[src/rtl/lfs_pkg.sv]
package lfs_pkg;

    typedef enum logic [1:0] {
        ST_RUN      = 2'd0,
        ST_AVS      = 2'd1,
        ST_OFF_WAIT = 2'd2,
        ST_RESTART  = 2'd3
    } lfs_state_e;

endpackage

[src/rtl/lfs_status_reg.sv]
module lfs_status_reg #(
    parameter int NSRC = 6
) (
    input  logic            clk,
    input  logic            rst_n,
    input  logic [NSRC-1:0] set_vec,
    input  logic            clr,
    output logic [NSRC-1:0] status
);

    always_ff @(posedge clk or negedge rst_n) begin
        if (!rst_n) begin
            status <= '0;
        end else if (clr) begin
            status <= '0;
        end else begin
            status <= status | set_vec;
        end
    end

endmodule

[src/rtl/lfs_off_timer.sv]
module lfs_off_timer #(
    parameter int OFF_W = 16
) (
    input  logic             clk,
    input  logic             rst_n,
    input  logic             load,
    input  logic [OFF_W-1:0] load_val,
    input  logic             run,
    output logic             expired
);

    logic [OFF_W-1:0] cnt_q;

    always_ff @(posedge clk or negedge rst_n) begin
        if (!rst_n) begin
            cnt_q <= '0;
        end else if (load) begin
            cnt_q <= load_val - OFF_W'(1);
        end else if (run && cnt_q != '0) begin
            cnt_q <= cnt_q - OFF_W'(1);
        end
    end

    assign expired = (cnt_q == '0);

endmodule

[src/rtl/lfs_fsm.sv]
module lfs_fsm
    import lfs_pkg::*;
(
    input  logic       clk,
    input  logic       rst_n,
    input  logic       trip,
    input  logic       avs_done,
    input  logic       off_zero,
    input  logic       wait_done,
    output lfs_state_e state,
    output logic       timer_load,
    output logic       timer_run,
    output logic       drv_oe,
    output logic       avs_req,
    output logic       restart_req,
    output logic       status_clr
);

    lfs_state_e state_d;

    always_ff @(posedge clk or negedge rst_n) begin
        if (!rst_n) begin
            state <= ST_RUN;
        end else begin
            state <= state_d;
        end
    end

    always_comb begin
        state_d = state;
        unique case (state)
            ST_RUN:      if (trip) state_d = ST_AVS;
            ST_AVS:      if (avs_done) state_d = off_zero ? ST_RESTART : ST_OFF_WAIT;
            ST_OFF_WAIT: if (wait_done) state_d = ST_RESTART;
            ST_RESTART:  state_d = ST_RUN;
        endcase
    end

    always_comb begin
        drv_oe      = 1'b0;
        avs_req     = 1'b0;
        restart_req = 1'b0;
        status_clr  = 1'b0;
        timer_load  = 1'b0;
        timer_run   = 1'b0;
        unique case (state)
            ST_RUN:      drv_oe = 1'b1;
            ST_AVS: begin
                avs_req    = 1'b1;
                timer_load = avs_done;
            end
            ST_OFF_WAIT: timer_run = 1'b1;
            ST_RESTART: begin
                restart_req = 1'b1;
                status_clr  = 1'b1;
            end
        endcase
    end


    zero_off_direct_chk: assert property (@(posedge clk) disable iff (!rst_n)
        (state == ST_AVS && avs_done && off_zero) |=> (state == ST_RESTART));

endmodule

[src/rtl/lock_fault_supervisor.sv]
module lock_fault_supervisor
    import lfs_pkg::*;
#(
    parameter int NSRC  = 6,
    parameter int OFF_W = 16
) (
    input  logic             clk,
    input  logic             rst_n,
    input  logic [NSRC-1:0]  fault_pulse,
    input  logic [NSRC-1:0]  fault_en,
    input  logic [OFF_W-1:0] off_cycles,
    input  logic             avs_done,
    output logic             drv_oe,
    output logic             avs_req,
    output logic             restart_req,
    output logic [NSRC-1:0]  fault_status
);

    lfs_state_e      state;
    logic            trip;
    logic            timer_load;
    logic            timer_run;
    logic            wait_done;
    logic            status_clr;
    logic [NSRC-1:0] set_vec;

    assign trip    = |(fault_pulse & fault_en);
    assign set_vec = status_clr ? '0 : fault_pulse;

    lfs_status_reg #(.NSRC(NSRC)) u_status (
        .clk     (clk),
        .rst_n   (rst_n),
        .set_vec (set_vec),
        .clr     (status_clr),
        .status  (fault_status)
    );

    lfs_off_timer #(.OFF_W(OFF_W)) u_timer (
        .clk      (clk),
        .rst_n    (rst_n),
        .load     (timer_load),
        .load_val (off_cycles),
        .run      (timer_run),
        .expired  (wait_done)
    );

    lfs_fsm u_fsm (
        .clk         (clk),
        .rst_n       (rst_n),
        .trip        (trip),
        .avs_done    (avs_done),
        .off_zero    (off_cycles == '0),
        .wait_done   (wait_done),
        .state       (state),
        .timer_load  (timer_load),
        .timer_run   (timer_run),
        .drv_oe      (drv_oe),
        .avs_req     (avs_req),
        .restart_req (restart_req),
        .status_clr  (status_clr)
    );


    status_sticky_chk: assert property (@(posedge clk) disable iff (!rst_n)
        (|fault_pulse && !restart_req) |=>
            ((fault_status & $past(fault_pulse)) == $past(fault_pulse)));


    trip_shutdown_chk: assert property (@(posedge clk) disable iff (!rst_n)
        (drv_oe && |(fault_pulse & fault_en)) |=> (!drv_oe && avs_req));


    oe_fall_avs_chk: assert property (@(posedge clk) disable iff (!rst_n)
        $fell(drv_oe) |-> avs_req);


    avs_hold_chk: assert property (@(posedge clk) disable iff (!rst_n)
        (avs_req && !avs_done) |=> (avs_req && !drv_oe));


    restart_once_chk: assert property (@(posedge clk) disable iff (!rst_n)
        restart_req |=> (!restart_req && drv_oe && fault_status == '0));

endmodule

[config.mk]
export PLATFORM = sky130hd
export DESIGN_NAME = lock_fault_supervisor
export DESIGN_NICKNAME = d
export VERILOG_FILES = /design/src/rtl/lfs_pkg.sv /design/src/rtl/lfs_status_reg.sv /design/src/rtl/lfs_off_timer.sv /design/src/rtl/lfs_fsm.sv /design/src/rtl/lock_fault_supervisor.sv
export SDC_FILE = /design/constraint.sdc
export NUM_CORES = 1
export LEC_CHECK = 0
export BUFFER_PORTS_ARGS = -buffer_cell sky130_fd_sc_hd__buf_2
export CELL_PAD_IN_SITES_DETAIL_PLACEMENT = 0
export CELL_PAD_IN_SITES_GLOBAL_PLACEMENT = 1
export CORE_UTILIZATION = 44
export CTS_CLUSTER_SIZE = 30
export DETAILED_ROUTE_END_ITERATION = 10
export MAX_ROUTING_LAYER = met4
export PLACE_DENSITY_LB_ADDON = 0.1
export SLEW_MARGIN = 5
export SYNTH_ARGS = -nofsm -noshare
export SYNTH_HDL_FRONTEND = slang
export SYNTH_SLANG_ARGS = --single-unit
[constraint.sdc]
create_clock -name clk -period 7.35 [get_ports clk]
set_input_delay 1.8375 -clock clk [delete_from_list [all_inputs] [get_ports clk]]
set_output_delay 1.8375 -clock clk [all_outputs]
set_load 0.02 [all_outputs]
==> flow_metrics.tcl, run 1 <==
set metrics [dict create \
    clk_pin_slew_ps 80 \
    die_w_um 65.46 \
    numPortBuffers 39 \
    dpl-instance-area_um2 1956 \
    maxSlewHeadroom_pct 60.33 \
    hold_viol 0 \
    first_pass_iters 6 \
    r2r_start "u_fsm.state[1]" \
    synthFlopType "dfrtp_1" \
    syn_inst 183 \
    overflow 0 \
    grt_max_degree 30 \
    post_cts_buffers 0 \
    rows 22 \
    cts_hold_buf 0 \
    clock-sinks 24 \
    end_kind "flop" \
    min_period_ps 3662 \
    reg2reg_to "u_timer.cnt_q[15]" \
    finalCritPeriodShare_pct 49.82 \
    start_kind "input port" \
    hold_start "u_status.status[1]" \
    hold_path.class "flop to flop" \
    vdd.ir_drop.worst_mv 0.1494 \
    rrSetupSlack_ps 4310 \
    drt-wirelength-per-cell_um 15.51 \
    drv_cap 0 \
    synth_edf_count 0 \
    gr-usage-met2_pct 36.34 \
    die_h_um 65.46 \
    arrival_ps 3790 \
    grt_usage_pct 22.70 \
    use_met3_pct 3.646 \
    slew_viol_final 0 \
    path_max_fanout 29 \
    drc 0 \
    die_area_um2 4284 \
    via_per_inst 5.658 \
    initial_utilization_pct 46.98 \
    crit_start "avs_done" \
    antenna_found_initial 0 \
    antennaDiodeCount 0 \
    ios 40 \
    fin_util_pct 52.95 \
    setup_viol 0 \
    final_nets 256 \
    vias 1505 \
    place_hpwl_mm 3.199 \
    area_growth_pct 12.71 \
    clock_skew_ps 2.077 \
    synthesis.nets 219 \
    routed_wirelength_mm 4.126 \
    grt_setup_unrepaired "false" \
    ant_nets 0 \
    holdPathStages 2 \
    avgSynthCellArea_um2 9.681 \
    final_cell_area_um2 1997 \
    r2r.worst_path.cells 7 \
    cts_inserted_buffers 3 \
    met1_usage_pct 29.71 \
    fmax_ghz 0.2731 \
    clock_path_buffers 2 \
    outcome "finished clean" \
    core_area_um2 3771 \
    ctsRootBufferMaster "clkbuf_8" \
    yosys.cell_types.count 52 \
    synth_seq_area_share_pct 33.90 \
    grt_pass1_vias 1485 \
    cp.required_ps 7480 \
    drtIter0Drc 45 \
    grt_pass1_wl_mm 7.217 \
    drive_above_1_share_pct 27.98 \
    cts_tree "built" \
    fillers 350 \
    worst_slew_pin_slew_ps 595.1 \
    h-tree-depth 1 \
    gp_congestion 0.8948 \
    synth_seq_cells 24 \
    timing.setup.tns_ps 0 \
    async_reset_ff_share_pct 100.0 \
    p_leak_uw 0.0008246 \
    power_density_nw_per_um2 360.8 \
    min_to "u_status.status[1]" \
    path_class "input port to flop" \
    cts_resized 0 \
    busiest_layer "met2" \
    clk_latency_ps 260 \
    syn_area_um2 1772 \
    yosysWarnings 0 \
]
-- sequential cells by signal, summed over array words and instances (netlist names) --
signal and flops:
u_fsm.state 2, u_status.status 6, u_timer.cnt_q 16
-- kinds of logic (layout without fill, tap and decap cells) --
group	count (synthesis)	in the layout	synth area share [%]
AO/OA/AOI/OAI	34	34	16.95
XOR/XNOR	24	24	11.86
adder cells (fa/ha/maj)	5	5	3.531
buffers and inverters	9	44	4.449
flip-flops	24	24	33.90
multiplexers	8	8	4.591
AND/OR/NAND/NOR	79	79	24.72
-- metal layers --
metal | up-vias | share of wire [%]
met5 | - | 0
li1 | 738 | -
met3 | 4 | 3.3
met4 | 0 | 1.2
met1 | 736 | 48
met2 | 27 | 47
-- layout by cell type, fill, tap and decap left out, types with 3 or more instances in the layout --
cell | netlist | routed
a21oi_1 | 12 | 12
nor2_1 | 29 | 29
dfrtp_1 | 24 | 24
nor4_1 | 4 | 4
nor3_1 | 5 | 5
nand2_1 | 13 | 13
nand4bb_1 | 3 | 3
clkbuf_8 | 1 | 3
and3_1 | 3 | 3
xor2_1 | 7 | 7
mux2i_1 | 7 | 7
xnor2_1 | 17 | 17
ha_1 | 5 | 5
nand4_1 | 5 | 5
buf_2 | 0 | 39
-- worst max path at each step --
| stage | end | slack, ps |
|---|---|---|
| after floorplan | u_timer.cnt_q[10] | 3650 |
| after global placement | u_timer.cnt_q[15] | 3600 |
| after detailed placement | u_timer.cnt_q[15] | 3420 |
| after CTS | u_timer.cnt_q[15] | 3700 |
| after global routing | u_timer.cnt_q[15] | 3450 |
| final | u_timer.cnt_q[15] | 3690 |
-- synthesized netlist by cell type, drive strengths merged (2+ instances only) --
cell type	instances	area (um^2)
nand4bb	3	33.78
nand4	7	56.30
nand2	14	60.06
inv	2	7.510
nor3	6	35.03
buf	4	50.05
a22oi	2	20.02
nand3	3	20.02
a21oi	12	60.06
a221oi	2	30.03
o211ai	2	15.01
ha	5	62.56
a211o	3	28.78
and3	4	26.28
o21ai	2	10.01
xor2	7	61.31
mux2i	7	70.07
nor2	29	108.9
and2	2	13.77
xnor2	17	148.9
dfrtp	24	600.6
or4	3	26.27
nor4	5	37.53
clkbuf	3	21.27
-- per-stage QoR --
stage / setup slack [ps] / cells / power [uW] / hold slack [ps]
2_1_floorplan: 3647 / 183 / 556.4 / 493.1
3_3_place_gp: 3600 / 263 / 635.3 / 471.0
3_5_place_dp: 3422 / 263 / 644.3 / 483.8
4_1_cts: 3702 / 266 / 726.0 / 504.1
5_1_grt: 3454 / 266 / 786.0 / 538.0
6_report: 3688 / 266 / 720.5 / 497.6
-- final cells by class --
cell class | count | area, um^2 | share of cell area (%)
flip-flops and latches | 24 | 600.6 | 30.08
inverters | 2 | 7.507 | 0.3759
multi-input cells | 150 | 1092 | 54.70
well taps | 48 | 60.06 | 3.008
clock buffers | 3 | 41.29 | 2.068
repair buffers | 39 | 195.2 | 9.774
-- worst max-delay path, cell delays in order --
cell and delay (ps):
buf_2 230, nand2_4 240, a221oi_2 630, nand4_1 290
o311ai_0 410, o211ai_1 150
-- power breakdown --
group	switching [uW]	internal, uW
registers	70.4	199
clock network	41.4	36.7
logic	220	153
total	331	389
No activity file was read; power rests on OpenSTA's default activity.
==> run 2: changes to the inputs <==
- ABC_AREA: unset -> 1
- CORE_UTILIZATION: 44 -> 38
- clock period: 7.35 -> 3.8 ns (I/O delays scaled with it)
==> run 2 against run 1 <==
Effect of this change:
- combinational power rose to 3.1 times the previous value
- first-iteration DRC count rose by 27%
- largest power group unchanged
- register-to-register slack lost 2800 ps
- non-clock buffer count up 2
- area after synthesis increased by 4.9%
==> flow_metrics.tcl, run 2 <==
set metrics [dict create \
    synth_area_leaders "dfrtp_1, nand2_1, nor2_1" \
    finalCritPeriodShare_pct 62.52 \
    grt_usage_pct 20.31 \
    synth_seq_area_share_pct 32.30 \
    clk_pin_slew_ps 90 \
    overflow 0 \
    outcome "finished clean" \
    numPortBuffers 39 \
    mostFrequentLayoutCells "nand2_1, buf_2, nor2_1" \
    core_area_um2 4723 \
    holdPathStages 2 \
    path_class "flop to output port" \
    die_area_um2 5177 \
    power_density_nw_per_um2 820.0 \
    yosysWarnings 0 \
    vias 1742 \
    yosysMostFrequentCell "nand2_1" \
    die_h_um 71.95 \
    async_reset_ff_share_pct 100.0 \
    final_nets 357 \
    r2r_start "u_fsm.state[1]" \
    layout.cells.non_filler 386 \
    antenna_found_initial 0 \
    pre_cts_ws_ps 1223 \
    drt-wirelength-per-cell_um 11.97 \
    clk_latency_ps 260 \
    antennaDiodeCount 0 \
    final_common_cell "nand2_1" \
    avgSynthCellArea_um2 6.570 \
    first_pass_iters 4 \
    synth_top_area_cell "dfrtp_1" \
    rrSetupSlack_ps 1530 \
    hold_start "u_status.status[5]" \
    worst_slew_pin_slew_ps 576.0 \
    synth_compound_area_share_pct 4.913 \
    drive_above_1_share_pct 23.20 \
    synth_xor_xnor_area_share_pct 0.9421 \
    clock_path_buffers 2 \
    drv_cap 0 \
    drtIter0Drc 57 \
    syn_inst 283 \
    synth_seq_cells 24 \
    post_cts_buffers 0 \
    routed_wirelength_mm 4.619 \
    fin_util_pct 45.01 \
    end_kind "output port" \
    grt_setup_unrepaired "false" \
    ctsRootBufferMaster "clkbuf_8" \
    arrival_ps 1430 \
    largest_register_ffs 16 \
    h-tree-depth 1 \
    post-place-cells 383 \
    start_kind "flop" \
    timing.setup.tns_ps 0 \
    reg2reg_to "u_timer.cnt_q[10]" \
    ios 40 \
    cts_inserted_buffers 3 \
    clock-sinks 24 \
    place_hpwl_mm 3.684 \
    reg_top3 "u_timer.cnt_q (16), u_status.status (6), u_fsm.state (2)" \
    fmax_ghz 0.4209 \
    grt_pass1_vias 1683 \
    rows 25 \
    cts_tree "built" \
    synthesis.nets 319 \
    setup_viol 0 \
    area_growth_pct 14.33 \
    cp.required_ps 2850 \
    p_leak_uw 0.001152 \
    slew_viol_final 0 \
    hold_path.class "flop to flop" \
    holdWs_ps 490.9 \
    grt_max_degree 25 \
    yosysTopAreaCellShare_pct 32.30 \
    initial_utilization_pct 39.36 \
    synth-simple-area-share_pct 50.34 \
    min_to "u_status.status[5]" \
    min_period_ps 2376 \
    maxSlewHeadroom_pct 61.60 \
    r2r.worst_path.cells 12 \
    synth-adder-area-share_pct 3.365 \
    synth_edf_count 0 \
    synthMuxAreaShare_pct 0 \
    grt_pass1_wl_mm 7.907 \
    synth_top_family_by_area "simple AND/OR/NAND/NOR gates" \
    vdd.ir_drop.worst_mv 0.3760 \
    hold_viol 0 \
    cts_hold_buf 0 \
    cts_resized 0 \
    top_register "u_timer.cnt_q" \
    via_per_inst 4.513 \
    synthFlopType "dfrtp_1" \
    drc 0 \
    clock_skew_ps 2.838 \
    gp_congestion 0.8045 \
    ant_nets 0 \
    synth_common_cells "nand2_1, nor2_1, nand3_1" \
    die_w_um 71.95 \
    syn_area_um2 1859 \
    fillers 528 \
    path_max_fanout 9 \
    yosys.cell_types.count 23 \
    setup_ws_ps 1424 \
]
[run 2: cell count changes after synthesis, moves of 8 or more]
cell     change
inv_1       +19
nand2_1     +97
nand2_2     +11
nand3_1     +25
nor2_1       +8
o21ai_0      +8
xnor2_1     -17
[run 2: cell families (layout without fill, tap and decap cells)]
| kind of cell | after synthesis | after routing |
|---|---|---|
| buf+inv | 30 | 66 |
| fa+ha+maj | 5 | 5 |
| flops | 24 | 24 |
| compound gates | 16 | 16 |
| simple gates | 206 | 206 |
| xor+xnor | 2 | 2 |
[run 2: through the flow]
| step | total power, uW | cell area [um^2] |
|---|---|---|
| floorplan | 1351 | 1859 |
| global placement | 1607 | 2085 |
| detailed placement | 1605 | 2085 |
| CTS | 1763 | 2126 |
| global route | 1943 | 2126 |
| finish | 1743 | 2126 |
[run 2: final cells by class]
type	count	area, um^2	share of cell area, %
clock buffer	3	41.29	1.942
inverter	22	82.58	3.885
multi-input combinational	229	1107	52.09
sequential	24	600.6	28.25
tap	67	83.83	3.943
timing repair buffer	41	210.2	9.888
[run 2: per-layer routing]
metal  track usage [%]  wire, um
met3             2.083        97
met5                 -         0
met4             4.575        38
met2             32.91      1988
met1             27.58      2494
[run 2: worst max-delay path by stage]
stage / from / endpoint / slack, ps / cells after the start
2_1_floorplan: avs_done / u_timer.cnt_q[10] / 1580 / 13
3_3_place_gp: avs_done / u_timer.cnt_q[10] / 1270 / 11
3_5_place_dp: avs_done / u_timer.cnt_q[14] / 1220 / 11
4_1_cts: u_fsm.state[1] / avs_req / 1410 / 3
5_1_grt: avs_done / u_timer.cnt_q[14] / 1270 / 11
6_report: u_fsm.state[1] / avs_req / 1420 / 3
[run 2: critical path, stage by stage, from the launching register on]
cell and delay (ps):
dfrtp_1 420, inv_1 100, ha_1 400, buf_2 240
[run 2: where the power goes]
part	switching (uW)	total (uW)	internal, uW	leakage [uW]
Clock	81.7	153	70.9	0.0000216
Sequential	72.4	442	369	0.000298
Combinational	773	1150	376	0.000832
Total	927	1740	816	0.00115
==> run 3: changes to the inputs <==
- clock period: 3.8 -> 2.2 ns (I/O delays scaled with it)
==> run 3 against run 2 <==
Effect of this change:
- flip-flop and latch count is the same
- combinational power grew 77%
- clock skew grew 6.0 ps
- critical path depth grew 10
- design area grew 1.4%
- global-route usage grew 0.26 points
- non-clock buffer count grew 1
- die area is the same
- largest power group unchanged
- largest cell class unchanged
==> flow_metrics.tcl, run 3 (synthesized netlist as in run 2, its figures left out) <==
set metrics [dict create \
    clock-sinks 24 \
    end_kind "flop" \
    rows 25 \
    antennaDiodeCount 0 \
    via_per_inst 4.557 \
    drt-wirelength-per-cell_um 12.62 \
    gp_congestion 0.8491 \
    mostFrequentLayoutCells "nand2_1, buf_2, nor2_1" \
    cts_tree "built" \
    largest_register_ffs 16 \
    die_w_um 71.95 \
    top_register "u_timer.cnt_q" \
    gr-usage-met2_pct 32.29 \
    drive_above_1_share_pct 23.99 \
    clk_pin_slew_ps 90 \
    cts_inserted_buffers 3 \
    clock_path_buffers 2 \
    overflow 0 \
    drv_cap 0 \
    die_area_um2 5177 \
    grt_setup_unrepaired "false" \
    arrival_ps 2170 \
    slew_viol_final 0 \
    use_met3_pct 2.917 \
    ios 40 \
    place_hpwl_mm 3.606 \
    worst_slew_pin_slew_ps 580.1 \
    hold_viol 0 \
    setup_viol 0 \
    grt_max_degree 25 \
    rrSetupSlack_ps 210 \
    initial_utilization_pct 39.36 \
    r2r.worst_path.cells 13 \
    power_density_nw_per_um2 1430 \
    first_pass_iters 4 \
    fillers 507 \
    ant_nets 0 \
    maxSlewHeadroom_pct 61.33 \
    h-tree-depth 1 \
    vdd.ir_drop.worst_mv 0.5665 \
    final_common_cell "nand2_1" \
    grt_pass1_vias 1721 \
    grt_usage_pct 20.57 \
    p_leak_uw 0.001159 \
    core_area_um2 4723 \
    reg2reg_to "u_timer.cnt_q[10]" \
    final_nets 359 \
    fin_util_pct 45.64 \
    cts_hold_buf 0 \
    finalCritPeriodShare_pct 90.62 \
    die_h_um 71.95 \
    post_cts_buffers 0 \
    vias 1768 \
    routed_wirelength_mm 4.895 \
    start_kind "flop" \
    path_max_fanout 17 \
    reg_top3 "u_timer.cnt_q (16), u_status.status (6), u_fsm.state (2)" \
    busiest_layer "met2" \
    area_growth_pct 15.95 \
    numPortBuffers 39 \
    clk_latency_ps 270 \
    fmax_ghz 0.5016 \
    r2r_start "u_fsm.state[1]" \
    timing.setup.tns_ps 0 \
    ctsRootBufferMaster "clkbuf_8" \
    path_class "flop to flop" \
    met1_usage_pct 27.80 \
    grt_pass1_wl_mm 8.031 \
    min_period_ps 1994 \
    drtIter0Drc 77 \
    cp.required_ps 2380 \
    outcome "finished clean" \
    clock_skew_ps 8.872 \
    antenna_found_initial 0 \
    hold_path.class "input port to asynchronous set/reset pin" \
    drc 0 \
]
==> run 3: cell count changes in the layout (fill, tap and decap cells not counted) <==
cell     previous run  this run
buf_6               0         1
ha_1                5         4
ha_4                0         1
nand2_2            11        12
==> run 3: report_power, final <==
part | switching, uW | total, uW | leakage [uW] | internal [uW]
registers | 130 | 768 | 0.000298 | 638
clock network | 153 | 276 | 0.0000216 | 123
logic | 1370 | 2040 | 0.000839 | 671
==> run 3: area by class of cell <==
| class | instances | area [um^2] | area share [%] |
|---|---|---|---|
| flip-flops and latches | 24 | 600.6 | 27.86 |
| multi-input cells | 230 | 1126 | 52.23 |
| clock buffers | 3 | 41.29 | 1.915 |
| inverters | 22 | 82.58 | 3.831 |
| repair buffers | 42 | 221.5 | 10.27 |
| well taps | 67 | 83.83 | 3.889 |
==> run 3: worst max path at each step <==
stage,cells past startpoint,startpoint,to,slack (ps)
floorplan,14,u_fsm.state[1],u_timer.cnt_q[10],130
global placement,13,u_fsm.state[1],u_timer.cnt_q[10],200
detailed placement,13,u_fsm.state[1],u_timer.cnt_q[10],160
CTS,13,u_fsm.state[1],u_timer.cnt_q[10],150
global route,13,u_fsm.state[1],u_timer.cnt_q[10],50
finish,13,u_fsm.state[1],u_timer.cnt_q[10],210
==> run 3: timing repair <==
item,4_1_cts,5_1_grt
hold endpoints to repair,0,0
resized for setup,0,3
setup endpoints to repair,0,2
==> run 3: worst max-delay path, cell delays in order (launching register included) <==
cell and delay [ps]:
dfrtp_1 420, inv_1 140, ha_4 190, buf_6 180, nand3_1 90, nand2_1 140, ha_1 240, nand2_2 100
nor2_4 150, nand2_1 70, nand2_1 50, nand2_1 40, nand2_1 50, nand2_1 40
==> run 3: routing by layer <==
metal  up-vias  routed length [um]
li1        954                   -
met5         -                   0
met4         0                  69
met2        54                2103
met3         6                 291
met1       754                2432
==> run 3: per-stage QoR <==
step                      instance area (um^2)  setup WS (ps)  instances  hold WS [ps]  power (uW)
final                                     2156          206.3        388         264.3        3083
after floorplan                           1859          131.8        283         254.4        2333
after global placement                    2092          198.1        384         469.9        2784
after CTS                                 2133          147.8        387         287.0        3051
after global routing                      2156          48.39        388         315.4        3411
after detailed placement                  2092          164.7        384         474.1        2770
